File: config.mk
export PLATFORM = sky130hd
export DESIGN_NAME = bus_yield_ctrl
export DESIGN_NICKNAME = d
export VERILOG_FILES = /design/src/rtl/byc_pkg.sv /design/src/rtl/byc_sync.sv /design/src/rtl/byc_fsm.sv /design/src/rtl/byc_status.sv /design/src/rtl/bus_yield_ctrl.sv
export SDC_FILE = /design/constraint.sdc
export NUM_CORES = 1
export LEC_CHECK = 0
export ABC_AREA = 1
export BUFFER_PORTS_ARGS = -buffer_cell sky130_fd_sc_hd__buf_2
export CORE_MARGIN = 2
export CORE_UTILIZATION = 40
export CTS_CLUSTER_SIZE = 40
export DETAILED_ROUTE_END_ITERATION = 16
export GPL_ROUTABILITY_DRIVEN = 0
export SETUP_SLACK_MARGIN = 0.02
export SYNTH_ARGS = -nofsm -noshare
export SYNTH_HDL_FRONTEND = slang
export SYNTH_SLANG_ARGS = --single-unit
File: constraint.sdc
create_clock -name clk_i -period 1.6 [get_ports clk_i]
set_input_delay 0.16 -clock clk_i [delete_from_list [all_inputs] [get_ports clk_i]]
set_output_delay 0.16 -clock clk_i [all_outputs]
set_load 0.02 [all_outputs]
File: src/rtl/byc_pkg.sv
package byc_pkg;
  typedef enum logic [2:0] {
    ST_OWNED   = 3'd0,
    ST_DRAIN   = 3'd1,
    ST_GRANTED = 3'd2,
    ST_YIELD   = 3'd3,
    ST_REISSUE = 3'd4
  } own_st_e;

  localparam int unsigned NUM_SYNC = 3;
  localparam int unsigned IDX_REQ  = 0;
  localparam int unsigned IDX_YLD  = 1;
  localparam int unsigned IDX_LOCK = 2;
endpackage

File: src/rtl/byc_sync.sv
module byc_sync #(
  parameter int unsigned W      = 1,
  parameter int unsigned STAGES = 2
) (
  input  logic         clk_i,
  input  logic [W-1:0] d_i,
  output logic [W-1:0] q_o
);
  logic [W-1:0] ff_q [STAGES];

  // no reset: reset-time decisions must see the live request
  generate
    for (genvar g = 0; g < STAGES; g++) begin : g_stage
      if (g == 0) begin : g_first
        always_ff @(posedge clk_i) ff_q[g] <= d_i;
      end else begin : g_next
        always_ff @(posedge clk_i) ff_q[g] <= ff_q[g-1];
      end
    end
  endgenerate

  assign q_o = ff_q[STAGES-1];
endmodule

File: src/rtl/byc_fsm.sv
module byc_fsm
  import byc_pkg::*;
(
  input  logic clk_i,
  input  logic rst_ni,
  input  logic req_s_i,
  input  logic yld_s_i,
  input  logic lock_s_i,
  input  logic busy_i,
  input  logic done_i,
  output logic gnt_o,
  output logic float_o,
  output logic retry_o
);
  own_st_e state_q, state_d;
  logic    abort_q, abort_d;
  logic    retry_q;
  logic    fin;

  assign fin = !busy_i || done_i;

  always_comb begin
    state_d = state_q;
    abort_d = abort_q;
    unique case (state_q)
      ST_OWNED: begin
        if (yld_s_i) begin
          state_d = ST_YIELD;
          abort_d = !fin;
        end else if (req_s_i && !fin) begin
          state_d = ST_DRAIN;
        end else if (req_s_i && !lock_s_i) begin
          state_d = ST_GRANTED;
        end
      end
      ST_DRAIN: begin
        if (yld_s_i) begin
          state_d = ST_YIELD;
          abort_d = !fin;
        end else if (!req_s_i) begin
          state_d = ST_OWNED;
        end else if (fin) begin
          state_d = lock_s_i ? ST_OWNED : ST_GRANTED;
        end
      end
      ST_GRANTED: begin
        if (!req_s_i || lock_s_i) state_d = ST_OWNED;
      end
      ST_YIELD: begin
        if (!yld_s_i) state_d = abort_q ? ST_REISSUE : ST_OWNED;
      end
      ST_REISSUE: begin
        if (yld_s_i) begin
          state_d = ST_YIELD;
          abort_d = !done_i;
        end else if (done_i) begin
          state_d = (req_s_i && !lock_s_i) ? ST_GRANTED : ST_OWNED;
        end
      end
      default: state_d = ST_OWNED;
    endcase
  end

  always_ff @(posedge clk_i) begin
    if (!rst_ni) begin
      state_q <= (req_s_i && !lock_s_i) ? ST_GRANTED : ST_OWNED;
      abort_q <= 1'b0;
      retry_q <= 1'b0;
    end else begin
      state_q <= state_d;
      abort_q <= abort_d;
      retry_q <= (state_q == ST_YIELD) && !yld_s_i && abort_q;
    end
  end

  assign gnt_o   = (state_q == ST_GRANTED) && !lock_s_i;
  assign float_o = (state_q == ST_GRANTED) || (state_q == ST_YIELD);
  assign retry_o = retry_q;

  AST_LOCK_BLOCKS_GRANT: assert property (@(posedge clk_i) disable iff (!rst_ni)
    lock_s_i |=> (state_q != ST_GRANTED));
  AST_GRANT_FLOATS: assert property (@(posedge clk_i) disable iff (!rst_ni)
    gnt_o |-> float_o);
  AST_YIELD_FLOATS: assert property (@(posedge clk_i) disable iff (!rst_ni)
    (yld_s_i && (state_q == ST_OWNED || state_q == ST_DRAIN)) |=> float_o && !gnt_o);
  AST_RETRY_AFTER_YIELD: assert property (@(posedge clk_i) disable iff (!rst_ni)
    retry_o |-> (state_q == ST_REISSUE) && !float_o);
  AST_RETRY_ONE_SHOT: assert property (@(posedge clk_i) disable iff (!rst_ni)
    retry_o |=> !retry_o);
  AST_DRAIN_HOLDS: assert property (@(posedge clk_i) disable iff (!rst_ni)
    (state_q == ST_DRAIN && busy_i && !done_i) |=> !gnt_o);
  AST_REISSUE_NO_GRANT: assert property (@(posedge clk_i) disable iff (!rst_ni)
    (state_q == ST_REISSUE && !done_i) |=> !gnt_o);
endmodule

File: src/rtl/byc_status.sv
module byc_status (
  input  logic clk_i,
  input  logic rst_ni,
  input  logic pend_i,
  input  logic core_wait_i,
  output logic pend_o,
  output logic stall_o
);
  always_ff @(posedge clk_i) begin
    if (!rst_ni) begin
      pend_o  <= 1'b0;
      stall_o <= 1'b0;
    end else begin
      pend_o  <= pend_i;
      stall_o <= pend_i && core_wait_i;
    end
  end

  AST_STALL_NEEDS_PEND: assert property (@(posedge clk_i) disable iff (!rst_ni)
    stall_o |-> pend_o);
endmodule

File: src/rtl/bus_yield_ctrl.sv
module bus_yield_ctrl
  import byc_pkg::*;
#(
  parameter int unsigned SYNC_STAGES = 2
) (
  input  logic clk_i,
  input  logic rst_ni,
  input  logic ext_req_i,
  input  logic yield_req_i,
  input  logic lock_i,
  input  logic xfer_busy_i,
  input  logic xfer_done_i,
  input  logic pend_i,
  input  logic core_wait_i,
  output logic ext_gnt_o,
  output logic bus_float_o,
  output logic retry_o,
  output logic pend_o,
  output logic stall_o
);
  logic [NUM_SYNC-1:0] raw, synced;

  assign raw[IDX_REQ]  = ext_req_i;
  assign raw[IDX_YLD]  = yield_req_i;
  assign raw[IDX_LOCK] = lock_i;

  byc_sync #(.W(NUM_SYNC), .STAGES(SYNC_STAGES)) u_sync (
    .clk_i (clk_i),
    .d_i   (raw),
    .q_o   (synced)
  );

  byc_fsm u_fsm (
    .clk_i    (clk_i),
    .rst_ni   (rst_ni),
    .req_s_i  (synced[IDX_REQ]),
    .yld_s_i  (synced[IDX_YLD]),
    .lock_s_i (synced[IDX_LOCK]),
    .busy_i   (xfer_busy_i),
    .done_i   (xfer_done_i),
    .gnt_o    (ext_gnt_o),
    .float_o  (bus_float_o),
    .retry_o  (retry_o)
  );

  byc_status u_status (
    .clk_i       (clk_i),
    .rst_ni      (rst_ni),
    .pend_i      (pend_i),
    .core_wait_i (core_wait_i),
    .pend_o      (pend_o),
    .stall_o     (stall_o)
  );
endmodule

== Yosys cells after proc, flatten, opt, wreduce, memory -nomap -nowiden ==
Memory sizes are Yosys's and may differ from the RTL's.
Cells that the tools add are included.

* Register bits after elaboration: 7
* Bits in latches: 0
* Memory bits (writable): 6
* Bits in read-only memories: 0
* Input port bits: 9
* Memories: 1

{| class="wikitable"
|+ Memory list
! memory !! depth !! width !! read ports !! clocked after memory_dff !! wr ports !! line !! text
|-
| u_sync.ff_q || 2 || 3 || 2 || 0 || 2 || byc_sync.sv:9 || <nowiki>logic [W-1:0] ff_q [STAGES];</nowiki>
|}

* Add/subtract/negate cells: 0
* $mul: 0
* Div/mod/pow operators: 0
* $lt $le $gt $ge: 0
* Equality and inequality tests: 11
* Shifts and indexed selects: 0
* Multiplexer cells: 18
* Bitwise operators: 0
* Reductions and logical operators: 20

{| class="wikitable"
|+ Operators with widths
! operator !! number
|-
| $mux W3 || 12
|-
| $pmux W3 S5 || 1
|-
| $eq A3 B2 Y1 const B || 2
|-
| $logic_and A1 B1 Y1 || 6
|-
| $logic_not A1 Y1 || 6
|-
| $ne A5 B3 Y1 const B || 1
|-
| $ne A5 B4 Y1 const B || 1
|-
| $reduce_and A5 Y1 || 1
|-
| $mux W2 || 2
|-
| $ne A4 B4 Y1 const B || 1
|-
| $eq A3 B1 Y1 const B || 1
|-
| $eq A3 B3 Y1 const B || 1
|-
| $logic_not A3 Y1 || 1
|-
| $logic_or A1 B1 Y1 || 3
|-
| $ne A3 B2 Y1 const B || 1
|-
| $ne A3 B3 Y1 const B || 1
|-
| $reduce_and A3 Y1 || 1
|-
| $mux W1 || 2
|-
| $ne A2 B1 Y1 const B || 1
|-
| $ne A2 B2 Y1 const B || 1
|-
| $pmux W1 S2 || 1
|-
| $reduce_bool A2 Y1 || 1
|-
| $reduce_or A2 Y1 || 1
|}

== Depth between registers and ports, before layout ==
* Word-level depth: 8
* Mapped depth: 7
* Gate-level depth less buffers: 7

== Cells and area by module ==
A second synthesis with hierarchy kept.

* Cell total of the unflattened synthesis: 72
* Area, all modules: 579.3 um^2

{| class="wikitable"
|+ Modules (own cells, without submodules)
! module !! times used !! cells an instance !! area an instance (um^2) !! seq. area each (um^2)
|-
| byc_fsm || 1 || 57 || 379.1 || 130.1
|-
| byc_sync || 1 || 9 || 142.6 || 120.1
|-
| byc_status || 1 || 6 || 57.6 || 40.0
|}

== Worst setup path after synthesis ==
Ideal clock, no wire load.

* Kind: register to register
* From: register u_fsm.state_q[2]
* To: register u_fsm.state_q[0] (enable)
* Library setup time: 0.256 ns
* Arrival time: 1.112 ns
* Data required time: 1.344 ns
* Slack: 0.231 ns
* Cell stages (with the launch flop): 7
* Period minus slack after synthesis: 1.369 ns
* Cells stage by stage: edfxtp_1 > nor2_2 > nand3_2 > o21ai_2 > nand2_1 > nand2_1 > nand2_1

* Cells in the longest elaborated chain, start to end: 3

{| class="wikitable"
|+ RTL lines
! what !! line !! text
|-
| from (decl) || byc_fsm.sv:15 || <nowiki>own_st_e state_q, state_d;</nowiki>
|-
| from (signal assigned) || byc_fsm.sv:66 || <nowiki>state_q <= (req_s_i && !lock_s_i) ? ST_GRANTED : ST_OWNED;</nowiki>
|-
| from (signal assigned) || byc_fsm.sv:70 || <nowiki>state_q <= state_d;</nowiki>
|-
| $eq A3 B1 Y1, or another cell as far along || byc_fsm.sv:25 || <nowiki>unique case (state_q)</nowiki>
|-
| $ne A5 B4 Y1 (no line), or another cell as far along || -- ||
|-
| $reduce_and A5 Y1 (no line) * || -- ||
|}

Mark *: on every way between the ends. The rest lies on a longest branch, timed or not.
A chain may end at the register's enable or synchronous reset.

== Final worst setup path ==
* From: register u_fsm.state_q[2]
* To: output ext_gnt_o

* Cells in the longest elaborated chain, start to end: 2

{| class="wikitable"
|+ RTL lines
! what !! line !! text
|-
| $eq A3 B2 Y1 || byc_fsm.sv:76 || <nowiki>assign gnt_o = (state_q == ST_GRANTED) && !lock_s_i;</nowiki>
|-
| $logic_and A1 B1 Y1 || byc_fsm.sv:76 ||
|-
| to (decl) || bus_yield_ctrl.sv:15 || <nowiki>output logic ext_gnt_o,</nowiki>
|}

No other way between the ends.

==> out/qor.yml <==
clocking:
  cts_tree: "yes"
  cts.sinks: 13
  numCtsBuffers: 3
  cts_resized: 0
  hold_buffers: 3
  clk_latency_ns: 0.26
  cts.htree.levels: 1
  postCtsSetupBuffers: 0
  clockBufferDepth: 2
  clock-root-buffer: "clkbuf_4"
  clk_pin_slew_ns: 0.07
floorplan:
  boundaryPins: 14
  core_um2: 1270
  rows: 13
  start_util_pct: 41.4
  die_h_um: 40.2
  die_area_um2: 1620
  die_w_um: 40.2
routing:
  drc: 0
  routedWlPerCell_um: 9.44
  wirelength_um: 925
  vias: 455
  ant_nets: 0
  drt-initial-drc-count: 12
  viasPerCell: 4.64
  drtPass1Iterations: 4
worst_hold_path:
  min_from: "core_wait_i"
  min_path_type: "input port to flip-flop"
  hold_end: "u_status.stall_o$_SDFF_PN0_"
  whs_path_depth: 3
pwr:
  power.total_mw: 0.955
  p_leak_nw: 0.327
  p_per_area_nw_per_um2: 1430
  vdd_drop_max_mv: 0.638
critical_path:
  critPathKind: "flip-flop to output pin"
  path_buf_inv: 2
  crit_path_start_kind: "flip-flop"
  worst_setup_path_end_kind: "output pin"
  ff2ff_setup_slack_ns: 0.24
  rr_worst_depth: 6
  arrival_ns: 1.29
  required_ns: 1.44
  critPathTopFamily: "flip-flops"
  crit_slowest_cell: "edfxtp_1"
  r2r-start: "u_fsm.state_q[0]$_SDFFCE_PN0P_"
  worstPathCellList: "nor2_2, nand3_2, inv_1, buf_2"
  slowest_delay_ns: 0.49
  worstPathMaxFanout: 7
  worstReg2RegEnd: "u_fsm.state_q[0]$_SDFFCE_PN0P_"
status:
  outcome: "complete, no violations"
finish:
  nets: 93
  mostFrequentLayoutCells: "nand2_1 (16), buf_2 (13), dfxtp_1 (10)"
  drive_above_1_share_pct: 28.9
  area_growth_pct: 26.7
  n_antenna_cell: 0
  layout_commonest_cell: "nand2_1"
global_routing:
  grt_first_pass_wirelength_mm: 1.57
  antenna_found_initial: 0
  track_usage_pct: 15.4
  grt_pass1_vias: 413
  grt_max_degree: 8
  overflow: 0
sta:
  hold_viol: 0
  fmax_ghz: 0.689
  maxSlewViolCount: 0
  finClkSkew_ns: 0.00306
  tightest_slew_ns: 0.248
  finalCritPeriodShare_pct: 90.8
  rsz0062_at_grt: "false"
  final.setup.worst_slack_ns: 0.148
  finalSetupViolations: 0
  finalSetupTns_ns: 0
  max-slew-margin-rel_pct: 83.4
  timing.final.crit_period_ns: 1.45
yosys:
  avgSynthCellArea_um2: 8.34
  syn_inst: 63
  yosys.area.top_type: "dfxtp_1"
  netlist_top_cells_area: "dfxtp_1 (38%), edfxtp_1 (17%), nand2_1 (11%)"
  synth_seq_area_share_pct: 55.2
  yosysTopAreaCellShare_pct: 38.1
  mappedNetlistArea_um2: 526
  ys_types: 19
  ys_ff_latch: 13
  yosysWarnings: 0
  syn_nets: 72
place:
  portBuffers: 13
  hpwl_um: 738
  detailedPlace.worstSlack_ns: 0.239
job:
  maxCapViolCount: 0
## Yosys cell counts
cell type,instances
a21boi_1,1
a21oi_1,1
a31oi_1,1
dfxtp_1,10
edfxtp_1,3
inv_1,7
inv_2,2
nand2_1,16
nand2_2,2
nand3_1,5
nand3_2,1
nand4_1,1
nor2_1,5
nor2_2,1
nor3_1,2
o21ai_0,1
o21ai_1,1
o21ai_2,2
o22ai_1,1
## metrics by stage
| step | utilization, % | cell area, um2 | instances | hold WS (ns) |
|---|---|---|---|---|
| finish | 52.5 | 666 | 98 | 0.102 |
| detailed placement | 48.0 | 609 | 91 | 0.264 |
| CTS | 52.5 | 666 | 98 | 0.0925 |
| floorplan | - | 526 | 63 | 0.188 |
| global placement | 48.0 | 609 | 91 | 0.262 |
| global route | 52.5 | 666 | 98 | 0.0966 |
## routing by layer
metal	part of all wire, %	global-route usage [%]	vias up	routed length, um
met5	0	0	-	0
met4	1.3	12.5	0	12
met3	4.2	3.33	2	39
met2	46	22.6	10	426
met1	48	19.4	197	446
li1	-	-	246	-
## flip-flops by register name, summed over array words and instances (netlist names)
register and cells:
u_sync.ff_q 6, u_fsm.state_q 3, u_fsm.abort_q 1, u_fsm.retry_o 1, u_status.pend_o 1, u_status.stall_o 1
## final cells by class
cell class	instances	area (um2)
inverter	9	33.8
clock buffer	4	26.3
fill	115	603
multi-input combinational	41	201
tap	15	18.8
sequential	13	290
timing repair buffer	16	95.1
## report_power, final
part           internal (mW)  leakage [nW]  switching, mW
clock network         0.0963        0.0150         0.0890
logic                  0.116         0.194          0.200
registers              0.394         0.117         0.0591
## tightest hold or removal path, delay by kind of cell
kind / cells / cell delay (ns)
AND/OR/NAND/NOR: 1 / 0.03
buffers and inverters: 2 / 0.13
## cells by family (layout without fill, tap and decap cells)
group | Yosys count | in the layout | synth area share, %
simple gates | 33 | 33 | 28.3
flops | 13 | 13 | 55.2
buf+inv | 9 | 29 | 6.43
compound gates | 8 | 8 | 10.0
## worst max path at each step
stage / from / endpoint / slack [ns] / cells past startpoint
global route: u_fsm.state_q[2]$_SDFFCE_PN0P_ / ext_gnt_o / 0.07 / 4
floorplan: u_fsm.state_q[2]$_SDFFCE_PN0P_ / u_fsm.state_q[0]$_SDFFCE_PN0P_ / 0.23 / 6
detailed placement: u_fsm.state_q[0]$_SDFFCE_PN0P_ / u_fsm.state_q[0]$_SDFFCE_PN0P_ / 0.24 / 6
CTS: u_fsm.state_q[2]$_SDFFCE_PN0P_ / ext_gnt_o / 0.14 / 4
finish: u_fsm.state_q[2]$_SDFFCE_PN0P_ / ext_gnt_o / 0.15 / 4
global placement: u_fsm.state_q[0]$_SDFFCE_PN0P_ / u_fsm.state_q[0]$_SDFFCE_PN0P_ / 0.26 / 6
Note: power is estimated with default switching activity, not from simulation.
